`src/rtl/pa_pkg.sv`:
```
package pa_pkg;
    typedef enum logic [1:0] {
        OP_ALLOC   = 2'd0,
        OP_RESET   = 2'd1,
        OP_RELEASE = 2'd2,
        OP_RX_POP  = 2'd3
    } op_e;
endpackage

```
`src/rtl/pa_page_count.sv`:
```
module pa_page_count #(
    parameter int LEN_W = 11,
    parameter int PG_SH = 8,
    parameter int CNT_W = 4
) (
    input  logic [LEN_W-1:0] len,
    output logic [CNT_W-1:0] pages
);
    localparam int RAW_W = LEN_W - PG_SH + 1;

    logic [LEN_W:0]     sum;
    logic [RAW_W-1:0]   raw;

    assign sum   = {1'b0, len} + (LEN_W+1)'((1 << PG_SH) - 1);
    assign raw   = sum[LEN_W:PG_SH];
    assign pages = (raw == '0) ? CNT_W'(1) : CNT_W'(raw);
endmodule

```
`src/rtl/pa_first_free.sv`:
```
module pa_first_free #(
    parameter int N  = 18,
    parameter int IW = 5
) (
    input  logic [N-1:0]  used,
    output logic          found,
    output logic [IW-1:0] idx
);
    always_comb begin
        found = 1'b0;
        idx   = '0;
        for (int i = N - 1; i >= 0; i--) begin
            if (!used[i]) begin
                found = 1'b1;
                idx   = IW'(i);
            end
        end
    end
endmodule

```
`src/rtl/pa_alloc.sv`:
```
module pa_alloc
    import pa_pkg::*;
#(
    parameter int NUM_PAGES  = 24,
    parameter int PAGE_BYTES = 256,
    parameter int MAX_PKTS   = 18,
    parameter int PKT_W      = 5,
    parameter int LEN_W      = 11
) (
    input  logic             clk,
    input  logic             rst_n,
    input  logic             cmd_valid,
    input  logic [1:0]       cmd_op,
    input  logic [LEN_W-1:0] cmd_len,
    input  logic [PKT_W-1:0] cmd_pkt,
    input  logic [$clog2(NUM_PAGES+1)-1:0] rx_reserve,
    input  logic             pnr_we,
    input  logic [PKT_W-1:0] pnr_wdata,
    output logic             busy,
    output logic             alloc_done,
    output logic             alloc_failed,
    output logic [PKT_W-1:0] alloc_pkt,
    output logic [$clog2(NUM_PAGES+1)-1:0] free_pages,
    output logic [$clog2(NUM_PAGES+1)-1:0] total_pages,
    output logic [PKT_W-1:0] pnr,
    input  logic             rx_alloc_req,
    input  logic [LEN_W-1:0] rx_alloc_len,
    input  logic [PKT_W-1:0] rx_top_pkt,
    output logic             rx_alloc_ok,
    output logic [PKT_W-1:0] rx_alloc_pkt,
    input  logic             tx_rel_valid,
    input  logic [PKT_W-1:0] tx_rel_pkt
);
    localparam int FREE_W  = $clog2(NUM_PAGES + 1);
    localparam int PG_SH   = $clog2(PAGE_BYTES);
    localparam int MAX_REQ = ((1 << LEN_W) + PAGE_BYTES - 1) / PAGE_BYTES;
    localparam int CNT_W   = $clog2(MAX_REQ + 1);

    typedef struct packed {
        logic                            busy;
        op_e                             op;
        logic [LEN_W-1:0]                len;
        logic [PKT_W-1:0]                arg;
        logic                            done;
        logic [PKT_W-1:0]                apkt;
        logic [FREE_W-1:0]               free;
        logic [PKT_W-1:0]                pnr;
        logic [MAX_PKTS-1:0]             used;
        logic [MAX_PKTS-1:0][CNT_W-1:0]  pages;
        logic                            rx_ok;
        logic [PKT_W-1:0]                rx_pkt;
    } st_t;

    st_t q, s1, d;

    logic [MAX_PKTS-1:0] used_a;
    logic                h_found, r_found;
    logic [PKT_W-1:0]    h_idx, r_idx;
    logic [CNT_W-1:0]    h_pages, r_pages;
    logic [FREE_W-1:0]   tx_avail;

    function automatic st_t drop_pkt(st_t s, logic [PKT_W-1:0] p);
        st_t r = s;
        if (32'(p) < MAX_PKTS) begin
            if (r.used[p]) begin
                r.free     = r.free + FREE_W'(r.pages[p]);
                r.used[p]  = 1'b0;
                r.pages[p] = '0;
            end
        end
        return r;
    endfunction

    // Numbers in use once the MAC release of this cycle is applied
    always_comb begin
        used_a = q.used;
        if (tx_rel_valid && (32'(tx_rel_pkt) < MAX_PKTS))
            used_a[tx_rel_pkt] = 1'b0;
    end

    pa_page_count #(.LEN_W(LEN_W), .PG_SH(PG_SH), .CNT_W(CNT_W)) u_cnt_h (
        .len(q.len), .pages(h_pages));
    pa_page_count #(.LEN_W(LEN_W), .PG_SH(PG_SH), .CNT_W(CNT_W)) u_cnt_r (
        .len(rx_alloc_len), .pages(r_pages));
    pa_first_free #(.N(MAX_PKTS), .IW(PKT_W)) u_pick_h (
        .used(used_a), .found(h_found), .idx(h_idx));
    pa_first_free #(.N(MAX_PKTS), .IW(PKT_W)) u_pick_r (
        .used(s1.used), .found(r_found), .idx(r_idx));

    // Stage 1: MAC release, then host command and register write
    always_comb begin
        s1       = q;
        s1.rx_ok = 1'b0;
        if (tx_rel_valid)
            s1 = drop_pkt(s1, tx_rel_pkt);
        tx_avail = (s1.free > rx_reserve) ? (s1.free - rx_reserve) : '0;
        if (q.busy) begin
            s1.busy = 1'b0;
            case (q.op)
                OP_ALLOC: begin
                    if (h_found && (FREE_W'(h_pages) <= tx_avail)) begin
                        s1.used[h_idx]  = 1'b1;
                        s1.pages[h_idx] = h_pages;
                        s1.free         = s1.free - FREE_W'(h_pages);
                        s1.done         = 1'b1;
                        s1.apkt         = h_idx;
                    end else begin
                        s1.done = 1'b0;
                    end
                end
                OP_RELEASE, OP_RX_POP: s1 = drop_pkt(s1, q.arg);
                default: ;
            endcase
        end else if (cmd_valid) begin
            s1.busy = 1'b1;
            s1.op   = op_e'(cmd_op);
            s1.len  = cmd_len;
            s1.arg  = (op_e'(cmd_op) == OP_RX_POP) ? rx_top_pkt : cmd_pkt;
        end
        if (pnr_we)
            s1.pnr = pnr_wdata;
    end

    // Stage 2: receive claim, then allocator reset overrides all
    always_comb begin
        d = s1;
        if (rx_alloc_req && r_found && (FREE_W'(r_pages) <= s1.free)) begin
            d.used[r_idx]  = 1'b1;
            d.pages[r_idx] = r_pages;
            d.free         = s1.free - FREE_W'(r_pages);
            d.rx_ok        = 1'b1;
            d.rx_pkt       = r_idx;
        end
        if (q.busy && (q.op == OP_RESET)) begin
            d.used  = '0;
            d.pages = '0;
            d.free  = FREE_W'(NUM_PAGES);
            d.pnr   = '0;
            d.done  = 1'b0;
            d.rx_ok = 1'b0;
        end
    end

    always_ff @(posedge clk or negedge rst_n) begin
        if (!rst_n) begin
            q      <= '0;
            q.free <= FREE_W'(NUM_PAGES);
        end else begin
            q <= d;
        end
    end

    assign busy         = q.busy;
    assign alloc_done   = q.done;
    assign alloc_failed = ~q.done;
    assign alloc_pkt    = q.apkt;
    assign free_pages   = q.free;
    assign total_pages  = FREE_W'(NUM_PAGES);
    assign pnr          = q.pnr;
    assign rx_alloc_ok  = q.rx_ok;
    assign rx_alloc_pkt = q.rx_pkt;
endmodule

```
`config.mk`:
```
export PLATFORM = sky130hd
export DESIGN_NAME = pa_alloc
export DESIGN_NICKNAME = d
export VERILOG_FILES = /design/src/rtl/pa_pkg.sv /design/src/rtl/pa_page_count.sv /design/src/rtl/pa_first_free.sv /design/src/rtl/pa_alloc.sv
export SDC_FILE = /design/constraint.sdc
export NUM_CORES = 1
export LEC_CHECK = 0
export ABC_AREA = 0
export BUFFER_PORTS_ARGS = -buffer_cell sky130_fd_sc_hd__buf_2
export CAP_MARGIN = 20
export CELL_PAD_IN_SITES_DETAIL_PLACEMENT = 1
export CELL_PAD_IN_SITES_GLOBAL_PLACEMENT = 1
export CORE_AREA = 8 8 165 167
export CTS_BUF_LIST = sky130_fd_sc_hd__clkbuf_4
export CTS_CLUSTER_DIAMETER = 40
export DETAILED_ROUTE_END_ITERATION = 16
export DIE_AREA = 0 0 173 175
export PLACE_DENSITY_LB_ADDON = 0.1
export SLEW_MARGIN = 20
export SYNTH_ARGS = -nofsm -noshare
export SYNTH_HDL_FRONTEND = slang
export SYNTH_SLANG_ARGS = --single-unit
```
`constraint.sdc`:
```
create_clock -name clk -period 15.4 [get_ports clk]
set_input_delay 0.77 -clock clk [delete_from_list [all_inputs] [get_ports clk]]
set_output_delay 0.77 -clock clk [all_outputs]
set_load 0.005 [all_outputs]
```
==> metrics.md <==
| Metric | Value |
|---|---|
| Drc violations | 0 |
| Max-cap violations | 0 |
| Slew HR | 0.224 |
| Flop2flop setup slack | 5.17 ns |
| PostCTS Resize Cnt | 0 |
| Worst skew pair latency | 0.60 ns |
| Height of the die | 175 µm |
| Synth warn | 0 |
| Post-CTS repair timing setup buffer count | 0 |
| Layout Nets | 1504 |
| GRT Residual Overflow | 0 |
| Routed WL | 52.2 mm |
| GPL Wtd Cong | 0.959 |
| Final Core Density | 0.520 |
| Wire per inst | 29.6 µm |
| Critical Path AT | 11.17 ns |
| Initial antenna violation count | 1 |
| Final ANT Viol Nets | 0 |
| I/O Pins | 84 |
| VDD IR max | 0.0715 mV |
| Placed Cells incl. Taps | 1730 |
| First-pass GRT wire length | 79.4 mm |
| CP required | 15.93 ns |
| Crit end category | flip-flop |
| Highest Clock Rate | 94.0 MHz |
| Power per cell area | 140 nW/µm² |
| Clock Tree Root | clkbuf_4 |
| Post-synth top area share | 0.267 |
| Final Max Slew Viols | 0 |
| R2R Path End | free_pages[0]$_DFF_PN0_ |
| Worst r2r src | q[30]$_DFF_PN0_ |
| DR pass1 iterations | 6 |
| Filler Cell Count | 3004 |
| Critical path fanouts, max | 37 |
| CTS clk-pin slew, worst paths | 0.15 ns |
| Via/cell ratio | 7.19 |
| CTS Buf Count | 17 |
| Top cells by area, synth | dfrtp_1 27%, mux4_2 7.3%, mux2i_1 6.7% |
| Leading post-synthesis cells by instance count | 192 x nand2_1, 133 x nor2_1, 129 x dfrtp_1 |
| Clk sinks | 131 |
| Class of the worst hold path | in -> async |
| Initial DRC count | 1561 |
| Area leader, netlist | dfrtp_1 |
| Vias in the first global route | 12800 |
| Final min period | 10.64 ns |
| Cells after synthesis | 1419 |
| CTS H-tree lvls | 4 |
| IO Port Bufs | 78 |
| TNS Setup | 0 ns |
| Asr flop ratio synth | 1.00 |
| CP peak stage delay | 0.62 ns |
| FP Rows | 58 |
| DP Wirelength | 38.0 mm |
| Setup Skew | 0.0247 ns |
| Initial core utilization | 0.491 |
| Seq/Total Area, Yosys | 0.271 |
| CP Launch Type | input port |
| Reg2Reg Depth | 35 |
| Die width | 173 µm |
| Avg Cell Area, Syn | 8.53 µm² |
| CP max stage cell | a41o_1 |
| Total GRT Usage | 0.338 |
| Total power | 1.79 mW |
| Most frequent cell after synthesis | nand2_1 |
| Tcrit/Tclk final | 0.691 |
| Hold_buf cts | 0 |
| Core box area | 24700 µm² |
| Static Leakage | 5.31 nW |
| Mapped Area | 12100 µm² |
| WHS | 0.144 ns |
| Pin count of the biggest net entering global routing | 70 |
| Die area | 30300 µm² |
| Number of synthesized flops with an enable pin | 0 |
| Via count | 12700 |
| Fraction of layout cells with a size suffix above 1 | 0.168 |
| Seq cells post-synth | 131 |
| Primary FF master, synth | dfrtp_1 |
| WS Path Type | in -> reg |
| Final hold vios | 0 |
| Status | completed |
| Finish-stage setup viols | 0 |
| Max clock buf depth | 2 |
| CTS tree | built |
| Final Non-Filler Cells | 1763 |
| Area Growth Syn to Fin | 5.89% |
| Unrepaired setup endpoints after global routing | false |
| Actual slew at the worst max-slew pin | 1.16 ns |
| Yosys cell types | 97 |
==> layout by cell type, fill, tap and decap left out, types with 8 or more instances in the layout <==
cell type,synthesis,layout
o31a_1,8,8
nor2_1,133,129
and2_1,12,12
mux4_2,39,39
a32oi_1,52,52
o22ai_1,36,36
a32o_1,16,16
a2bb2oi_1,8,8
nand4_1,13,13
xnor2_1,10,10
a21oi_1,78,78
o211ai_1,10,10
a211oi_1,9,9
dfrtp_1,129,126
nand2b_1,19,19
o31ai_1,10,10
inv_1,30,30
buf_2,17,77
buf_4,27,18
o22a_1,8,8
mux2_2,31,31
o21a_1,8,8
nor3_1,27,27
mux2i_1,81,81
nand2_1,192,192
clkbuf_4,0,17
nand3_1,24,24
nor2b_1,15,14
o21ai_0,53,53
ha_1,25,25
a31oi_1,54,54
a21o_1,15,15
nor4_1,11,9
and3_1,16,16
==> per-stage QoR <==
step	instance area [µm²]	setup WS, ns
final	12800	4.76
after global routing	12800	4.25
after CTS	12800	4.95
after detailed placement	12500	4.36
after global placement	12500	4.73
after floorplan	12100	5.35
==> final cells by class <==
class	count	area, µm²	share of cell area
Clock buffer	17	128	0.00995
Multi-Input combinational cell	1139	8160	0.636
Inverter	33	124	0.00966
Tap cell	330	413	0.0322
Sequential cell	131	3280	0.256
Clock inverter	15	171	0.0134
Timing Repair Buffer	97	543	0.0423
Antenna cell	1	2.50	0.000195
==> worst max-delay path by stage <==
| stage | startpoint | to | slack, ns | cells after the start |
|---|---|---|---|---|
| after global placement | tx_rel_pkt[0] | free_pages[0]$_DFF_PN0_ | 4.73 | 37 |
| final | tx_rel_pkt[0] | free_pages[0]$_DFF_PN0_ | 4.76 | 37 |
| after floorplan | tx_rel_pkt[0] | q[71]$_DFF_PN0_ | 5.35 | 39 |
| after global routing | tx_rel_pkt[0] | free_pages[0]$_DFF_PN0_ | 4.25 | 37 |
| after detailed placement | tx_rel_pkt[0] | free_pages[0]$_DFF_PN0_ | 4.36 | 37 |
| after CTS | tx_rel_pkt[0] | free_pages[0]$_DFF_PN0_ | 4.95 | 37 |
==> kinds of logic (layout without fill, tap and decap cells) <==
| logic type | Yosys count | count (layout) | share of synthesized area |
|---|---|---|---|
| AND/OR/NAND/NOR | 512 | 512 | 0.205 |
| AO/OA/AOI/OAI | 424 | 424 | 0.250 |
| buffers and inverters | 152 | 162 | 0.0585 |
| multiplexers | 151 | 151 | 0.168 |
| flip-flops | 131 | 131 | 0.271 |
| adder cells (fa/ha/maj) | 30 | 30 | 0.0341 |
| XOR/XNOR | 17 | 17 | 0.0129 |
| other | 2 | 6 | 0.000620 |
==> sequential cells by signal, indices dropped and copies added, names as in the netlist <==
signal        flops
rx_alloc_ok       1
busy              1
rx_alloc_pkt      5
free_pages        5
alloc_pkt         5
q               108
alloc_done        1
pnr               5
==> worst max-delay path: cells and delay by family <==
kind,cells,cell delay [ns]
fa+ha+maj,5,1.61
buf+inv,5,1.14
compound gates,16,4.25
mux,4,1.90
simple gates,7,1.42
==> power by group <==
| group | leakage [nW] | total (mW) | internal, mW | switching [mW] |
|---|---|---|---|---|
| Sequential | 1.64 | 0.519 | 0.422 | 0.0969 |
| Combinational | 3.51 | 0.995 | 0.367 | 0.628 |
| Clock | 0.155 | 0.275 | 0.101 | 0.174 |
| Total | 5.31 | 1.79 | 0.890 | 0.899 |
==> metal layers <==
metal,global-route usage,wire length (µm),part of all wire,vias up
li1,-,-,-,5390
met1,0.431,20400,0.39,6296
met2,0.528,23300,0.45,784
met3,0.0730,5360,0.10,207
met4,0.186,3050,0.059,0
met5,0,0,0,-
Note: power is estimated with default switching activity, not from simulation.
